--- src/rtl/mps_pkg.sv ---
package mps_pkg;

  typedef enum logic [1:0] {
    PH_CONN  = 2'd0,
    PH_RESET = 2'd1,
    PH_BBM   = 2'd2,
    PH_PRE   = 2'd3
  } phase_t;

  typedef struct packed {
    logic swA;   // active low
    logic swB;   // active low
    logic swC;   // active high
    logic enN;   // active low
  } ctlWord_t;

  typedef struct packed {
    logic   run;          // sequencer allowed to run this edge
    phase_t nextPhase;    // phase taken at this edge
    logic   lastConnNext; // next cycle is final connected cycle
    logic   stepAddr;     // connected -> reset hand-over at this edge
  } seqStrobe_t;

  localparam ctlWord_t SAFE_WORD = '{swA: 1'b1, swB: 1'b1, swC: 1'b0, enN: 1'b1};

  function automatic ctlWord_t patternOf(phase_t p);
    ctlWord_t w;
    unique case (p)
      PH_CONN:  w = '{swA: 1'b1, swB: 1'b1, swC: 1'b0, enN: 1'b0};
      PH_RESET: w = '{swA: 1'b0, swB: 1'b1, swC: 1'b1, enN: 1'b1};
      PH_BBM:   w = '{swA: 1'b1, swB: 1'b1, swC: 1'b0, enN: 1'b1};
      default:  w = '{swA: 1'b1, swB: 1'b0, swC: 1'b0, enN: 1'b1};
    endcase
    return w;
  endfunction

endpackage

--- src/rtl/mps_ctrl.sv ---
module mps_ctrl
  import mps_pkg::*;
#(
  parameter int CNT_W = 8
) (
  input  logic             clk,
  input  logic             rst,
  input  logic             runEn,
  input  logic [CNT_W-1:0] durConn,
  input  logic [CNT_W-1:0] durReset,
  input  logic [CNT_W-1:0] durBbm,
  input  logic [CNT_W-1:0] durPre,
  output seqStrobe_t       strb
);

  function automatic logic [CNT_W-1:0] lastOf(logic [CNT_W-1:0] d);
    return (d == '0) ? '0 : d - 1'b1;
  endfunction

  phase_t           phase, phaseNext;
  logic [CNT_W-1:0] cnt, cntNext, lastCur;
  logic             running, run;

  assign run = runEn && !rst;

  always_comb begin
    unique case (phase)
      PH_CONN:  lastCur = lastOf(durConn);
      PH_RESET: lastCur = lastOf(durReset);
      PH_BBM:   lastCur = lastOf(durBbm);
      default:  lastCur = lastOf(durPre);
    endcase
  end

  always_comb begin
    if (!run || !running) begin
      phaseNext = PH_RESET;
      cntNext   = '0;
    end else if (cnt == lastCur) begin
      phaseNext = phase_t'(phase + 2'd1);
      cntNext   = '0;
    end else begin
      phaseNext = phase;
      cntNext   = cnt + 1'b1;
    end
  end

  always_ff @(posedge clk) begin
    if (rst) begin
      running <= 1'b0;
      phase   <= PH_RESET;
      cnt     <= '0;
    end else begin
      running <= run;
      phase   <= phaseNext;
      cnt     <= cntNext;
    end
  end

  assign strb.run          = run;
  assign strb.nextPhase    = phaseNext;
  assign strb.lastConnNext = run && (phaseNext == PH_CONN) && (cntNext == lastOf(durConn));
  assign strb.stepAddr     = run && running && (phase == PH_CONN) && (cnt == lastCur);

  AST_PHASE_ORDER: assert property (@(posedge clk) disable iff (rst)
    (running && $past(running) && phase != $past(phase)) |-> (phase == phase_t'($past(phase) + 2'd1)))
    else $error("phase order broken");

  AST_RESTART_IN_RESET: assert property (@(posedge clk) disable iff (rst)
    (!running && runEn) |=> (phase == PH_RESET && cnt == '0))
    else $error("restart not in reset phase");

endmodule

--- src/rtl/mps_dpath.sv ---
module mps_dpath
  import mps_pkg::*;
#(
  parameter int ADDR_W = 3
) (
  input  logic              clk,
  input  logic              rst,
  input  seqStrobe_t        strb,
  output ctlWord_t          outWord,
  output logic [ADDR_W-1:0] addrGray,
  output logic              sampleRdy
);

  logic [ADDR_W-1:0] binAddr, binNext, grayNext;

  assign binNext = binAddr + 1'b1;

  for (genvar i = 0; i < ADDR_W; i++) begin : g_gray
    if (i == ADDR_W - 1) begin : g_msb
      assign grayNext[i] = binNext[i];
    end else begin : g_low
      assign grayNext[i] = binNext[i] ^ binNext[i+1];
    end
  end

  always_ff @(posedge clk) begin
    if (rst) begin
      outWord   <= SAFE_WORD;
      binAddr   <= '0;
      addrGray  <= '0;
      sampleRdy <= 1'b0;
    end else begin
      outWord   <= strb.run ? patternOf(strb.nextPhase) : SAFE_WORD;
      sampleRdy <= strb.lastConnNext;
      if (strb.stepAddr) begin
        binAddr  <= binNext;
        addrGray <= grayNext;
      end
    end
  end

  AST_NO_SHOOT_THROUGH: assert property (@(posedge clk) disable iff (rst)
    !(outWord.swC && !outWord.swB))
    else $error("charge and discharge switches both on");

  AST_BBM_GAP: assert property (@(posedge clk) disable iff (rst)
    $fell(outWord.swB) |-> !$past(outWord.swC))
    else $error("no gap before pre-charge");

  AST_GRAY_STEP: assert property (@(posedge clk) disable iff (rst)
    !$stable(addrGray) |-> ($countones(addrGray ^ $past(addrGray)) == 1))
    else $error("address moved more than one bit");

  AST_ADDR_ISOLATED: assert property (@(posedge clk) disable iff (rst)
    !$stable(addrGray) |-> outWord.enN)
    else $error("address moved while connected");

  AST_SAFE_WHEN_STOPPED: assert property (@(posedge clk) disable iff (rst)
    !strb.run |=> (outWord == SAFE_WORD && !sampleRdy))
    else $error("unsafe pattern while stopped");

  AST_STROBE_CONNECTED: assert property (@(posedge clk) disable iff (rst)
    sampleRdy |-> !outWord.enN)
    else $error("strobe outside connected phase");

endmodule

--- src/rtl/mux_precharge_seq.sv ---
module mux_precharge_seq
  import mps_pkg::*;
#(
  parameter int CNT_W  = 8,
  parameter int ADDR_W = 3
) (
  input  logic              clk,
  input  logic              rst,
  input  logic              runEn,
  input  logic [CNT_W-1:0]  durConn,
  input  logic [CNT_W-1:0]  durReset,
  input  logic [CNT_W-1:0]  durBbm,
  input  logic [CNT_W-1:0]  durPre,
  output logic              gateA,
  output logic              gateB,
  output logic              gateC,
  output logic              muxEnN,
  output logic [ADDR_W-1:0] chanAddr,
  output logic              sampleRdy
);

  seqStrobe_t strb;
  ctlWord_t   outWord;

  mps_ctrl #(.CNT_W(CNT_W)) u_ctrl (
    .clk      (clk),
    .rst      (rst),
    .runEn    (runEn),
    .durConn  (durConn),
    .durReset (durReset),
    .durBbm   (durBbm),
    .durPre   (durPre),
    .strb     (strb)
  );

  mps_dpath #(.ADDR_W(ADDR_W)) u_dpath (
    .clk       (clk),
    .rst       (rst),
    .strb      (strb),
    .outWord   (outWord),
    .addrGray  (chanAddr),
    .sampleRdy (sampleRdy)
  );

  assign gateA  = outWord.swA;
  assign gateB  = outWord.swB;
  assign gateC  = outWord.swC;
  assign muxEnN = outWord.enN;

endmodule

--- config.mk ---
export PLATFORM = sky130hd
export DESIGN_NAME = mux_precharge_seq
export DESIGN_NICKNAME = d
export VERILOG_FILES = /design/src/rtl/mps_pkg.sv /design/src/rtl/mps_ctrl.sv /design/src/rtl/mps_dpath.sv /design/src/rtl/mux_precharge_seq.sv
export SDC_FILE = /design/constraint.sdc
export NUM_CORES = 1
export LEC_CHECK = 0
export ABC_AREA = 0
export ABC_CLOCK_PERIOD_IN_PS = 4900
export BUFFER_PORTS_ARGS = -buffer_cell sky130_fd_sc_hd__buf_2
export CORE_MARGIN = 1
export CORE_UTILIZATION = 58
export CTS_BUF_LIST = sky130_fd_sc_hd__clkbuf_8
export DETAILED_ROUTE_END_ITERATION = 8
export GPL_TIMING_DRIVEN = 0
export HOLD_SLACK_MARGIN = 0.08
export PLACE_DENSITY_LB_ADDON = 0.12
export SLEW_MARGIN = 20
export SYNTH_ARGS = -nofsm -noshare
export SYNTH_HDL_FRONTEND = slang
export SYNTH_SLANG_ARGS = --single-unit
--- constraint.sdc ---
create_clock -name clk -period 4.9 [get_ports clk]
set_input_delay 1.47 -clock clk [delete_from_list [all_inputs] [get_ports clk]]
set_output_delay 1.47 -clock clk [all_outputs]
set_load 0.01 [all_outputs]
Yosys cells after proc, flatten, opt, wreduce, memory -nomap -nowiden
Index checks and enable logic that the tools add are counted.
Widths: inputs -> output; s select.
Operators by class
  $add $sub $neg: 7
  equality and inequality tests: 6
  multiplexer cells: 10
  bitwise logic cells: 3
  reductions and logical operators: 17
Operators by type and width (number)
  $mux 8: 6
  $logic_not 8->1: 4
  $sub 8x1->8 const B: 4
  $pmux 8 s3: 1
  $eq 8x8->1: 2
  $pmux 4 s3: 1
  $add 8x1->8 const B: 1
  $logic_and 1x1->1: 6
  $eq 2x1->1 const B: 2
  $eq 2x2->1 const B: 2
  $logic_not 2->1: 2
  $mux 2: 2
  $add 3x1->3 const B: 1
  $logic_not 1->1: 3
  $add 2x1->2 const B: 1
  $reduce_or 2->1: 1
  $xor 1x1->1: 2
  $logic_or 1x1->1: 1
  $not 1->1: 1
Storage, ports and cells
  flip-flop bits (word level): 22
  input port bits: 35

Longest topological paths before layout
Gate-level depths: netlist (run 1).
  depth after elaboration: 9
  depth in mapped cells: 12
  depth with buffers taken out: 11

Cells and area by module
A second synthesis (run 1) with hierarchy kept.
Unflattened totals
  cells, all modules: 306
  area, all modules: 2373.5 µm²
Modules (own cells, without submodules)
  mps_ctrl: instances 1, cells each 273, area an instance 2001.9 µm², seq. area each 220.2 µm²
  mps_dpath: instances 1, cells each 33, area an instance 371.6 µm², seq. area each 200.2 µm²

Worst setup path after synthesis (run 1)
Ideal clock, no wire load.
  kind: input -> register
  start point: input durConn[0]
  end point: register u_dpath.outWord[2] (netlist name)
  setup time: 134 ps
  arrival: 4273 ps
  required time: 4766 ps
  path slack: 493 ps
  stages on the path: 12
  path buffers: 1
  cells stage by stage: inv_1 -> ha_1 -> nor3b_2 -> a21oi_1 -> a2111oi_0 -> mux2_2 -> a2111oi_2 -> and2_1 -> buf_4 -> nand3_1 -> and2_1 -> or4_1
On the way
  word-level cells in the longest chain between the ends: 8
Ends and longest elaborated chain
  from (decl): RTL line mux_precharge_seq.sv:10  | input logic [CNT_W-1:0] durConn,
  $sub 8x1->8 or $logic_not 8->1 (tied branches): RTL line mps_ctrl.sv:17  | return (d == '0) ? '0 : d - 1'b1;
  $mux 8 (*): RTL line mps_ctrl.sv:17
  $pmux 8 s3 (*): RTL line mps_ctrl.sv:27  | unique case (phase)
  $eq 8x8->1 (*): RTL line mps_ctrl.sv:39  | end else if (cnt == lastCur) begin
  $mux 2 (*): RTL line mps_ctrl.sv:39
  $mux 2 (*): RTL line mps_ctrl.sv:36  | if (!run || !running) begin
  $eq 2x2->1 (tied with other cells): RTL line mps_pkg.sv:28  | unique case (p)
  $pmux 4 s3 (*): RTL line mps_pkg.sv:28
Every way passes the cells marked *; elsewhere a longest branch is shown, timed or not.
A chain may end at the register's enable or synchronous reset.

Final worst setup path (run 1)
  start point: input durConn[0]
  end point: register u_dpath.sampleRdy
On the way
  word-level cells in the longest chain between the ends: 9
Ends and longest elaborated chain
  $sub 8x1->8 or $logic_not 8->1 (tied branches): RTL line mps_ctrl.sv:17
  $mux 8 (*): RTL line mps_ctrl.sv:17
  branches (longest 6 deep; another with $pmux 8 s3)
  $logic_and 1x1->1 (*): RTL line mps_ctrl.sv:62  | assign strb.lastConnNext = run && (phaseNext == PH_CONN) && (cntNext == lastOf(durConn));
  to (signal assigned): RTL line mps_dpath.sv:34  | sampleRdy <= strb.lastConnNext;
  to (decl): RTL line mps_dpath.sv:11  | output logic sampleRdy
Mark *: on every way between the ends.

==> impl_metrics.sql, run 1 <==
INSERT INTO impl_metrics (metric_group, metric, value, unit) VALUES
('synth', 'synth.net_count', '348', ''),
('synth', 'synthCells', '300', ''),
('synth', 'synth.lib_cells_used.distinct', '67', ''),
('route', 'first_iter_violations', '160', ''),
('placement', 'globalplace.congestion', '0.9205', ''),
('sta', 'final_critical_path_setup_slack', '0.2527', 'ns'),
('clock_network', 'cts_root_buffer', 'clkbuf_8', ''),
('setup_path', 'required', '5.07', 'ns'),
('sta', 'maximum_clock_skew_at_final_layout', '0.005454', 'ns'),
('global_routing', 'grt_antenna_before_repair', '0', ''),
('sta', 'final-hold-violation-count', '0', ''),
('cells_and_area', 'layout.nets', '395', ''),
('synth', 'synth.cell_area', '2381', 'sq um'),
('clock_network', 'post_cts.repair.setup_buffers', '0', ''),
('cells_and_area', 'layout-area-overhead-vs-synth', '13.61', '%'),
('sta', 'max_freq', '0.2152', 'GHz'),
('synth', 'sequential_to_total_area_share_from_yosys_stat', '17.66', '%'),
('clock_network', 'tritoncts', 'built', ''),
('floorplan', 'chipWidth', '66.07', 'um'),
('clock_network', 'postCtsResizedCells', '0', ''),
('cells_and_area', 'final.fill_count', '319', ''),
('synth', 'synth_top_area_cells', 'dfxtp_1 18%, xnor2_1 7.4%, ha_1 6.8%', ''),
('worst_hold_path', 'min_path_type', 'reg2reg', ''),
('clock_network', 'htree_levels', '1', ''),
('route', 'residual_antenna_violating_net_count_after_detailed_routing', '0', ''),
('floorplan', 'core', '3799', 'sq um'),
('sta', 'timing.final.crit_share', '94.84', '%'),
('route', 'drt_pass_1_iters', '5', ''),
('power', 'irDropWorstVdd', '0.0001545', 'V'),
('synth', 'synth_enable_flop_cells', '0', ''),
('clock_network', 'cts_hold_buffers', '0', ''),
('sta', 'slew_headroom', '60.41', '%'),
('route', 'avgRoutedWirePerCell', '15.33', 'um'),
('floorplan', 'num_io_pins', '43', ''),
('synth', 'synthArstFlopShare', '0', '%'),
('cells_and_area', 'finalCoreUtilization', '71.21', '%'),
('power', 'p_per_area', '148.2', 'nW/um^2'),
('setup_path', 'cp_data_arrival_time', '4.81', 'ns'),
('placement', 'dp.final_hpwl', '4761', 'um'),
('global_routing', 'grt_overflow_total', '0', ''),
('floorplan', 'die_area', '4365', 'sq um'),
('sta', 'finalCriticalPeriod', '4.647', 'ns'),
('setup_path', 'crit_path_cell_trace', 'buf_2, inv_1, ha_1, nor3b_2, a21oi_1, a2111oi_0, mux2_2, a2111oi_2, and2_1, buf_4, nand2_4, o41a_1, nor4_1', ''),
('setup_path', 'start_kind', 'input pin', ''),
('route', 'wirelength', '6041', 'um'),
('sta', 'tightest_pin_transition', '0.5893', 'ns'),
('synth', 'postSynthRegisterBits', '21', ''),
('setup_path', 'cp_delay_by_family_top', 'compound AO/OA/AOI/OAI gates', ''),
('run', 'cap_violations', '0', ''),
('sta', 'grt_setup_unrepaired', 'no', ''),
('cells_and_area', 'antenna-diode-count', '0', ''),
('synth', 'synth_top_cell_area_share', '17.66', '%'),
('clock_network', 'tritoncts_sinks', '21', ''),
('placement', 'buffer_ports.inserted', '42', ''),
('setup_path', 'criticalPathCategory', 'in2reg', ''),
('clock_network', 'tritoncts.num_buffers', '3', ''),
('placement', 'placement.setup.worst_slack', '-0.02123', 'ns'),
('power', 'post-layout-total-power', '400.9', 'uW'),
('global_routing', 'grt_start_max_net_pins', '14', ''),
('global_routing', 'number_of_global_route_vias_before_repair', '2211', ''),
('setup_path', 'slowest_delay', '0.46', 'ns'),
('setup_path', 'path_max_fanout', '9', ''),
('route', 'route.detailed.drc', '0', ''),
('synth', 'ys_top_cells_by_count', '32 x nor2_1, 21 x dfxtp_1, 20 x xnor2_1', ''),
('global_routing', 'grt_pass1_wl', '9839', 'um'),
('floorplan', 'floorplan.initialDensity', '62.68', '%'),
('setup_path', 'crit_buf_inv', '3', ''),
('run_status', 'run_status', 'completed', ''),
('clock_network', 'cts_max_path_buffers', '2', ''),
('setup_path', 'slowest_cell_on_crit_path', 'a2111oi_0', ''),
('route', 'detail_route.vias_per_cell', '6.297', '');
==> layout by cell type, fill, tap and decap left out, types with 6 or more instances in the layout <==
master    netlist  final
nand2_1        16     16
xnor2_1        20     20
ha_1           13     13
dfxtp_1        21     21
a21oi_1        12     12
inv_1          19     19
nand3_1        11     11
nor2_1         32     32
a211oi_1        8      8
o21a_1          6      6
and2_1          6      6
clkbuf_1        7      7
buf_2           0     42
o21ai_0        11     11
a221oi_1        6      6
nor3_1          6      6
==> worst reg2reg max path: cells and delay by family, from the launching register on <==
kind                       cells  cell delay [ns]
DFF                            1             0.36
and+or+nand+nor                3             0.55
buffers and inverters          3             0.48
AOI/OAI and AO/OA              4             1.31
muxes                          1             0.39
adders and majority gates      1             0.27
==> final cells by class <==
cell class                      count  area [sq um]  area share, %
Multi-Input combinational cell    250          1849          68.36
Sequential cell                    21         420.4          15.54
Timing Repair Buffer               42         210.2          7.771
Inverter                           20         75.07          2.775
Tap cell                           48         60.06          2.220
Clock buffer                        3         41.29          1.526
Buffer                              9         41.29          1.526
Clock inverter                      1         7.507         0.2775
==> power by group <==
group          leakage, nW  internal (mW)  switching [mW]
Sequential           0.170          0.172        0.000984
Clock               0.0217         0.0575          0.0590
Combinational        0.855         0.0474          0.0640
==> cells by family after synthesis <==
logic type               after synthesis  share of synthesized area (%)
AO/OA/AOI/OAI                         89                          28.75
flip-flops                            21                          17.66
multiplexers                           8                          3.521
AND/OR/NAND/NOR                      115                          29.17
XOR/XNOR                              25                          9.196
buffers and inverters                 29                          4.887
adder cells (fa/ha/maj)               13                          6.831
==> worst paths after layout <==
check                 startpoint  cells past startpoint                   to  slack [ns]
max                   durConn[0]                     13    u_dpath.sampleRdy        0.25
min          u_dpath.addrGray[1]                      2  u_dpath.addrGray[1]        0.50
max reg2reg      u_ctrl.phase[0]                     12    u_dpath.sampleRdy        1.43
min reg2reg  u_dpath.addrGray[1]                      2  u_dpath.addrGray[1]        0.50
==> metal layers <==
layer | vias to the layer above | global-route usage, % | wire length [um] | share of wire [%]
li1 | 1242 | - | - | -
met1 | 1134 | 39.69 | 2791 | 46
met2 | 95 | 48.85 | 2742 | 45
met3 | 10 | 2.931 | 442 | 7.3
met4 | 0 | 6.383 | 65 | 1.1
met5 | - | 0 | 0 | 0
==> sequential cells by signal, indices dropped and copies added, names as in the netlist <==
name / cells
u_ctrl.cnt: 8
u_ctrl.phase: 2
u_ctrl.running: 1
u_dpath.addrGray: 3
u_dpath.binAddr: 2
u_dpath.outWord: 4
u_dpath.sampleRdy: 1
==> per-stage QoR <==
stage	hold slack, ns	setup TNS (ns)	cell area, sq um	cells
6_report	0.4963	0	2705	394
5_1_grt	0.5265	0	2705	394
4_1_cts	0.5099	0	2700	394
3_5_place_dp	0.4899	-0.02123	2651	390
3_3_place_gp	0.4756	-0.007431	2651	390
2_1_floorplan	0.4536	0	2381	300
Note: power is estimated with default switching activity, not from simulation.
==> run 2, diff against run 1 <==
--- a/config.mk
+++ b/config.mk
@@ -8,6 +8,7 @@
 export ABC_AREA = 0
 export ABC_CLOCK_PERIOD_IN_PS = 4900
 export BUFFER_PORTS_ARGS = -buffer_cell sky130_fd_sc_hd__buf_2
+export CORE_ASPECT_RATIO = 1.4
 export CORE_MARGIN = 1
 export CORE_UTILIZATION = 58
 export CTS_BUF_LIST = sky130_fd_sc_hd__clkbuf_8
==> impl_metrics.sql, run 2 (same netlist as run 1, synthesis figures left out) <==
INSERT INTO impl_metrics (metric_group, metric, value, unit) VALUES
('run_status', 'run_status', 'completed', ''),
('route', 'avgRoutedWirePerCell', '15.93', 'um'),
('cells_and_area', 'multi_input_comb_area', '1862', 'sq um'),
('setup_path', 'start_kind', 'input pin', ''),
('setup_path', 'rr_endpoint', 'u_dpath.sampleRdy', ''),
('sta', 'timing.final.crit_share', '94.59', '%'),
('setup_path', 'required', '5.06', 'ns'),
('global_routing', 'grt_pass1_wl', '10450', 'um'),
('clock_network', 'cts_hold_buffers', '0', ''),
('power', 'post-layout-total-power', '397.0', 'uW'),
('route', 'detail_route.vias_per_cell', '6.355', ''),
('floorplan', 'floorplan.initialDensity', '60.76', '%'),
('cells_and_area', 'final_cell_count_no_fill', '389', ''),
('run', 'cap_violations', '0', ''),
('cells_and_area', 'final_layout_size_suffix_gt1_share', '21.39', '%'),
('floorplan', 'die_area', '4369', 'sq um'),
('cells_and_area', 'mostFrequentLayoutCells', '42 x buf_2, 32 x nor2_1, 21 x dfxtp_1', ''),
('route', 'wirelength', '6196', 'um'),
('global_routing', 'grt_antenna_before_repair', '0', ''),
('sta', 'final-setup-viol-count', '0', ''),
('cells_and_area', 'layout-area-overhead-vs-synth', '13.77', '%'),
('sta', 'fin_hold_ws', '0.4910', 'ns'),
('global_routing', 'grt_start_max_net_pins', '13', ''),
('placement', 'place_inst', '385', ''),
('worst_hold_path', 'min_path_type', 'reg2reg', ''),
('cells_and_area', 'layout_commonest_cell', 'buf_2', ''),
('placement', 'buffer_ports.inserted', '42', ''),
('route', 'route.detailed.drc', '0', ''),
('power', 'p_per_area', '146.6', 'nW/um^2'),
('sta', 'tightest_pin_transition', '0.5911', 'ns'),
('floorplan', 'core', '3919', 'sq um'),
('setup_path', 'cp_data_arrival_time', '4.79', 'ns'),
('clock_network', 'cts_root_buffer', 'clkbuf_8', ''),
('setup_path', 'ff2ff_setup_slack', '1.38', 'ns'),
('route', 'drt_pass_1_iters', '4', ''),
('cells_and_area', 'layout.nets', '395', ''),
('setup_path', 'cp-end-kind', 'flip-flop', ''),
('clock_network', 'tritoncts', 'built', ''),
('sta', 'maximum_clock_skew_at_final_layout', '0.001381', 'ns'),
('cells_and_area', 'final.fill_count', '346', ''),
('clock_network', 'post_cts.repair.setup_buffers', '0', ''),
('cells_and_area', 'seqCellArea', '420.4', 'sq um'),
('clock_network', 'tritoncts_sinks', '21', ''),
('cells_and_area', 'largestRegisters', 'u_ctrl.cnt x8, u_dpath.outWord x4, u_dpath.addrGray x3', ''),
('setup_path', 'criticalPathCategory', 'in2reg', ''),
('worst_hold_path', 'holdPathEnd', 'u_dpath.addrGray[1]', ''),
('floorplan', 'chipWidth', '56.15', 'um'),
('global_routing', 'grt_overflow_total', '0', ''),
('clock_network', 'cts_max_path_buffers', '2', ''),
('sta', 'final-hold-violation-count', '0', ''),
('clock_network', 'htree_levels', '1', ''),
('placement', 'globalplace.congestion', '0.9060', ''),
('sta', 'grt_setup_unrepaired', 'no', ''),
('cells_and_area', 'antenna-diode-count', '0', ''),
('clock_network', 'path_clk_slew', '0.07', 'ns'),
('global_routing', 'number_of_global_route_vias_before_repair', '2350', ''),
('placement', 'dp.final_hpwl', '4936', 'um'),
('sta', 'max_freq', '0.2158', 'GHz'),
('cells_and_area', 'registers.top_by_ff_count', 'u_ctrl.cnt', ''),
('sta', 'maxSlewViolCount', '0', ''),
('clock_network', 'tritoncts.num_buffers', '3', ''),
('cells_and_area', 'flip_flop_count_of_the_largest_register_after_layout', '8', ''),
('setup_path', 'cells_on_worst_reg2reg_path', '12', ''),
('power', 'irDropWorstVdd', '0.0001930', 'V'),
('worst_hold_path', 'holdCritStartpoint', 'u_dpath.addrGray[1]', ''),
('route', 'residual_antenna_violating_net_count_after_detailed_routing', '0', ''),
('route', 'first_iter_violations', '136', ''),
('route', 'dr_total_vias', '2472', ''),
('floorplan', 'row_count', '27', ''),
('floorplan', 'floorplan.die.height', '77.81', 'um'),
('setup_path', 'r2r-start', 'u_ctrl.phase[0]', ''),
('sta', 'finalCriticalPeriod', '4.635', 'ns'),
('worst_hold_path', 'whs_path_depth', '2', ''),
('setup_path', 'path_max_fanout', '9', ''),
('sta', 'slew_headroom', '60.29', '%'),
('global_routing', 'grtUsageTotal', '29.61', '%'),
('floorplan', 'num_io_pins', '43', ''),
('clock_network', 'clock_latency', '0.26', 'ns'),
('power', 'power.static_leakage', '1.056', 'nW');
run 2: layout make-up:
| type | count | area share [%] |
|---|---|---|
| multi-input combinational | 250 | 68.73 |
| inverter | 20 | 2.771 |
| timing repair buffer | 42 | 7.760 |
| clock buffer | 3 | 1.524 |
| sequential | 21 | 15.52 |
| clock inverter | 1 | 0.1848 |
| buffer | 9 | 1.524 |
| tap | 43 | 1.986 |
run 2: worst max-delay path by stage:
stage,depth (start not counted),slack [ns],start,to
2_1_floorplan,12,0.49,durConn[0],u_dpath.outWord[2]
3_3_place_gp,13,-0.22,durConn[0],u_dpath.sampleRdy
3_5_place_dp,13,-0.29,durConn[0],u_dpath.sampleRdy
4_1_cts,13,0.06,durConn[0],u_dpath.sampleRdy
5_1_grt,13,0.01,durReset[0],u_dpath.sampleRdy
6_report,13,0.27,durReset[0],u_dpath.sampleRdy
run 2: critical path: stages:
cell       delay [ns]
buf_2            0.13
inv_1            0.08
ha_1             0.17
nor3b_1          0.46
a211oi_1         0.17
a2111oi_2        0.40
mux2_2           0.39
a2111oi_2        0.38
and2_1           0.18
buf_4            0.17
nand2_4          0.08
o41a_1           0.39
nor4_1           0.32
run 2: through the flow:
| step | setup TNS (ns) | util [%] | instance area (sq um) | worst slack, ns |
|---|---|---|---|---|
| 6_report | 0 | 69.13 | 2709 | 0.2652 |
| 3_3_place_gp | -0.4637 | 67.50 | 2645 | -0.2241 |
| 2_1_floorplan | 0 | - | 2381 | 0.4929 |
| 3_5_place_dp | -0.6316 | 67.50 | 2645 | -0.2922 |
| 4_1_cts | 0 | 68.71 | 2693 | 0.05943 |
| 5_1_grt | 0 | 69.13 | 2709 | 0.01299 |
run 2: layer usage:
metal / GRT usage [%] / routed length [um] / share of wire, %
met1: 33.94 / 2523 / 41
met4: 17.07 / 267 / 4.3
met2: 53.21 / 3188 / 51
met5: 0 / 0 / 0
met3: 1.833 / 215 / 3.5
run 2: where the power goes:
group	switching, mW	total, mW	internal (mW)
combinational	0.0649	0.113	0.0479
clock	0.0547	0.111	0.0566
sequential	0.000754	0.173	0.172
run 2: repair_timing:
item / 4_1_cts / 5_1_grt
endpoints found under the hold margin: 0 / 0
resized for setup: 1 / 3
pin swaps: 0 / 1
endpoints found under the setup margin: 1 / 3
==> run 3, diff against run 2 <==
--- a/config.mk
+++ b/config.mk
@@ -7,7 +7,7 @@
 export LEC_CHECK = 0
 export ABC_AREA = 0
 export ABC_CLOCK_PERIOD_IN_PS = 4900
-export BUFFER_PORTS_ARGS = -buffer_cell sky130_fd_sc_hd__buf_2
+export BUFFER_PORTS_ARGS = -buffer_cell sky130_fd_sc_hd__buf_4
 export CORE_ASPECT_RATIO = 1.4
 export CORE_MARGIN = 1
 export CORE_UTILIZATION = 58
==> impl_metrics.sql, run 3 (same netlist as run 1, synthesis figures left out) <==
INSERT INTO impl_metrics (metric_group, metric, value, unit) VALUES
('placement', 'placed_cell_area', '2750', 'sq um'),
('sta', 'maxSlewViolCount', '0', ''),
('route', 'drt_pass_1_iters', '4', ''),
('global_routing', 'grt_antenna_before_repair', '0', ''),
('power', 'irDropWorstVdd', '0.0002079', 'V'),
('setup_path', 'criticalPathCategory', 'in2reg', ''),
('sta', 'timing.final.crit_share', '95.22', '%'),
('sta', 'slew_headroom', '61.06', '%'),
('sta', 'grt_setup_unrepaired', 'no', ''),
('cells_and_area', 'final_layout_size_suffix_gt1_share', '21.68', '%'),
('setup_path', 'start_kind', 'input pin', ''),
('cells_and_area', 'flip_flop_count_of_the_largest_register_after_layout', '8', ''),
('global_routing', 'grtUsageTotal', '28.41', '%'),
('floorplan', 'floorplan.die.height', '77.81', 'um'),
('cells_and_area', 'layout_commonest_cell', 'buf_4', ''),
('clock_network', 'cts_root_buffer', 'clkbuf_8', ''),
('setup_path', 'crit_buf_inv', '3', ''),
('cells_and_area', 'mostFrequentLayoutCells', '44 x buf_4, 32 x nor2_1, 21 x dfxtp_1', ''),
('sta', 'final_critical_path_setup_slack', '0.2343', 'ns'),
('power', 'power.static_leakage', '1.092', 'nW'),
('sta', 'final-hold-violation-count', '0', ''),
('setup_path', 'cp_delay_by_family_top', 'compound AO/OA/AOI/OAI gates', ''),
('placement', 'dp.final_hpwl', '4942', 'um'),
('global_routing', 'grt_overflow_total', '0', ''),
('route', 'max_layer_used', 'met4', ''),
('cells_and_area', 'final.fill_count', '333', ''),
('cells_and_area', 'largestRegisters', 'u_ctrl.cnt x8, u_dpath.outWord x4, u_dpath.addrGray x3', ''),
('floorplan', 'num_io_pins', '43', ''),
('clock_network', 'tritoncts.num_buffers', '3', ''),
('route', 'detail_route.vias_per_cell', '6.535', ''),
('setup_path', 'path_max_fanout', '9', ''),
('power', 'post-layout-total-power', '409.4', 'uW'),
('clock_network', 'post_cts.repair.setup_buffers', '0', ''),
('cells_and_area', 'postLayoutCellArea', '2819', 'sq um'),
('cells_and_area', 'final_cell_count_no_fill', '389', ''),
('cells_and_area', 'registers.top_by_ff_count', 'u_ctrl.cnt', ''),
('route', 'first_iter_violations', '176', ''),
('floorplan', 'floorplan.initialDensity', '60.76', '%'),
('run', 'cap_violations', '0', ''),
('clock_network', 'path_clk_slew', '0.08', 'ns'),
('sta', 'fin_hold_ws', '0.4945', 'ns'),
('global_routing', 'grt_pass1_wl', '10050', 'um'),
('route', 'residual_antenna_violating_net_count_after_detailed_routing', '0', ''),
('route', 'dr_total_vias', '2542', ''),
('route', 'route.detailed.drc', '0', ''),
('route', 'met2_length', '3253', 'um'),
('placement', 'globalplace.congestion', '0.9423', ''),
('sta', 'final-setup-viol-count', '0', ''),
('setup_path', 'crit_path_cell_trace', 'buf_4, inv_1, ha_1, nor3b_4, a21oi_1, a2111oi_2, mux2_2, a2111oi_2, and2_1, buf_4, nand2_4, o41a_1, nor4_1', ''),
('cells_and_area', 'layout-area-overhead-vs-synth', '18.39', '%'),
('setup_path', 'required', '5.07', 'ns'),
('placement', 'buffer_ports.inserted', '42', ''),
('worst_hold_path', 'min_path_type', 'reg2reg', ''),
('clock_network', 'tritoncts', 'built', ''),
('setup_path', 'slowest_cell_on_crit_path', 'a2111oi_2', ''),
('setup_path', 'ff2ff_setup_slack', '1.42', 'ns'),
('run_status', 'run_status', 'completed', ''),
('floorplan', 'die_area', '4369', 'sq um'),
('floorplan', 'row_count', '27', ''),
('setup_path', 'slowest_delay', '0.48', 'ns'),
('global_routing', 'number_of_global_route_vias_before_repair', '2346', ''),
('cells_and_area', 'finalCoreUtilization', '71.93', '%'),
('route', 'avgRoutedWirePerCell', '15.95', 'um'),
('clock_network', 'clock_latency', '0.26', 'ns'),
('clock_network', 'cts_max_path_buffers', '2', ''),
('route', 'wirelength', '6206', 'um'),
('power', 'p_per_area', '145.2', 'nW/um^2'),
('sta', 'max_freq', '0.2143', 'GHz'),
('sta', 'fin_tns_setup', '0', 'ns'),
('cells_and_area', 'layout.nets', '395', ''),
('setup_path', 'cp_data_arrival_time', '4.84', 'ns'),
('clock_network', 'tritoncts_sinks', '21', ''),
('route', 'm1WireLength', '2499', 'um'),
('clock_network', 'htree_levels', '1', ''),
('floorplan', 'chipWidth', '56.15', 'um'),
('placement', 'place_inst', '385', ''),
('sta', 'tightest_pin_transition', '0.5797', 'ns'),
('sta', 'maximum_clock_skew_at_final_layout', '0.002622', 'ns'),
('setup_path', 'cp-end-kind', 'flip-flop', ''),
('global_routing', 'grt_start_max_net_pins', '13', ''),
('placement', 'placement.setup.worst_slack', '-0.1878', 'ns'),
('floorplan', 'core', '3919', 'sq um'),
('sta', 'finalCriticalPeriod', '4.666', 'ns'),
('route', 'wl_met3', '214', 'um'),
('cells_and_area', 'antenna-diode-count', '0', '');
==> run 3: cell counts in the layout (fill, tap and decap cells not counted) <==
Identical to the previous run, type by type.
==> run 3: what timing repair did <==
item | CTS | global route
hold buffers | 0 | 0
setup endpoints to repair | 0 | 2
hold endpoints to repair | 0 | 0
resized for setup | 0 | 5
==> run 3: final cells by class <==
class / instances / area (sq um) / share of cell area, %
Multi-Input combinational cell: 250 / 1867 / 66.22
Sequential cell: 21 / 420.4 / 14.91
Timing Repair Buffer: 42 / 315.3 / 11.19
Inverter: 20 / 75.07 / 2.663
Tap cell: 43 / 53.80 / 1.909
Clock buffer: 3 / 41.29 / 1.465
Buffer: 9 / 41.29 / 1.465
Clock inverter: 1 / 5.005 / 0.1775
==> run 3: worst paths after layout <==
check        cells past startpoint       startpoint            endpoint
max reg2reg                     12  u_ctrl.phase[0]   u_dpath.sampleRdy
min                              1   u_ctrl.running  u_dpath.outWord[1]
max                             13       durConn[0]   u_dpath.sampleRdy
min reg2reg                      1   u_ctrl.running  u_dpath.outWord[1]
==> run 3: report_power, final <==
part           leakage (nW)  switching [mW]  internal [mW]  total [mW]
clock network        0.0255          0.0575         0.0568       0.114
logic                 0.897          0.0656         0.0566       0.122
registers             0.170        0.000770          0.172       0.173
==> run 3: per-layer routing <==
metal | up-vias | track usage, %
met4 | 0 | 14.39
met3 | 17 | 2.167
li1 | 1247 | -
met1 | 1213 | 30.60
met2 | 65 | 54.05
met5 | - | 0
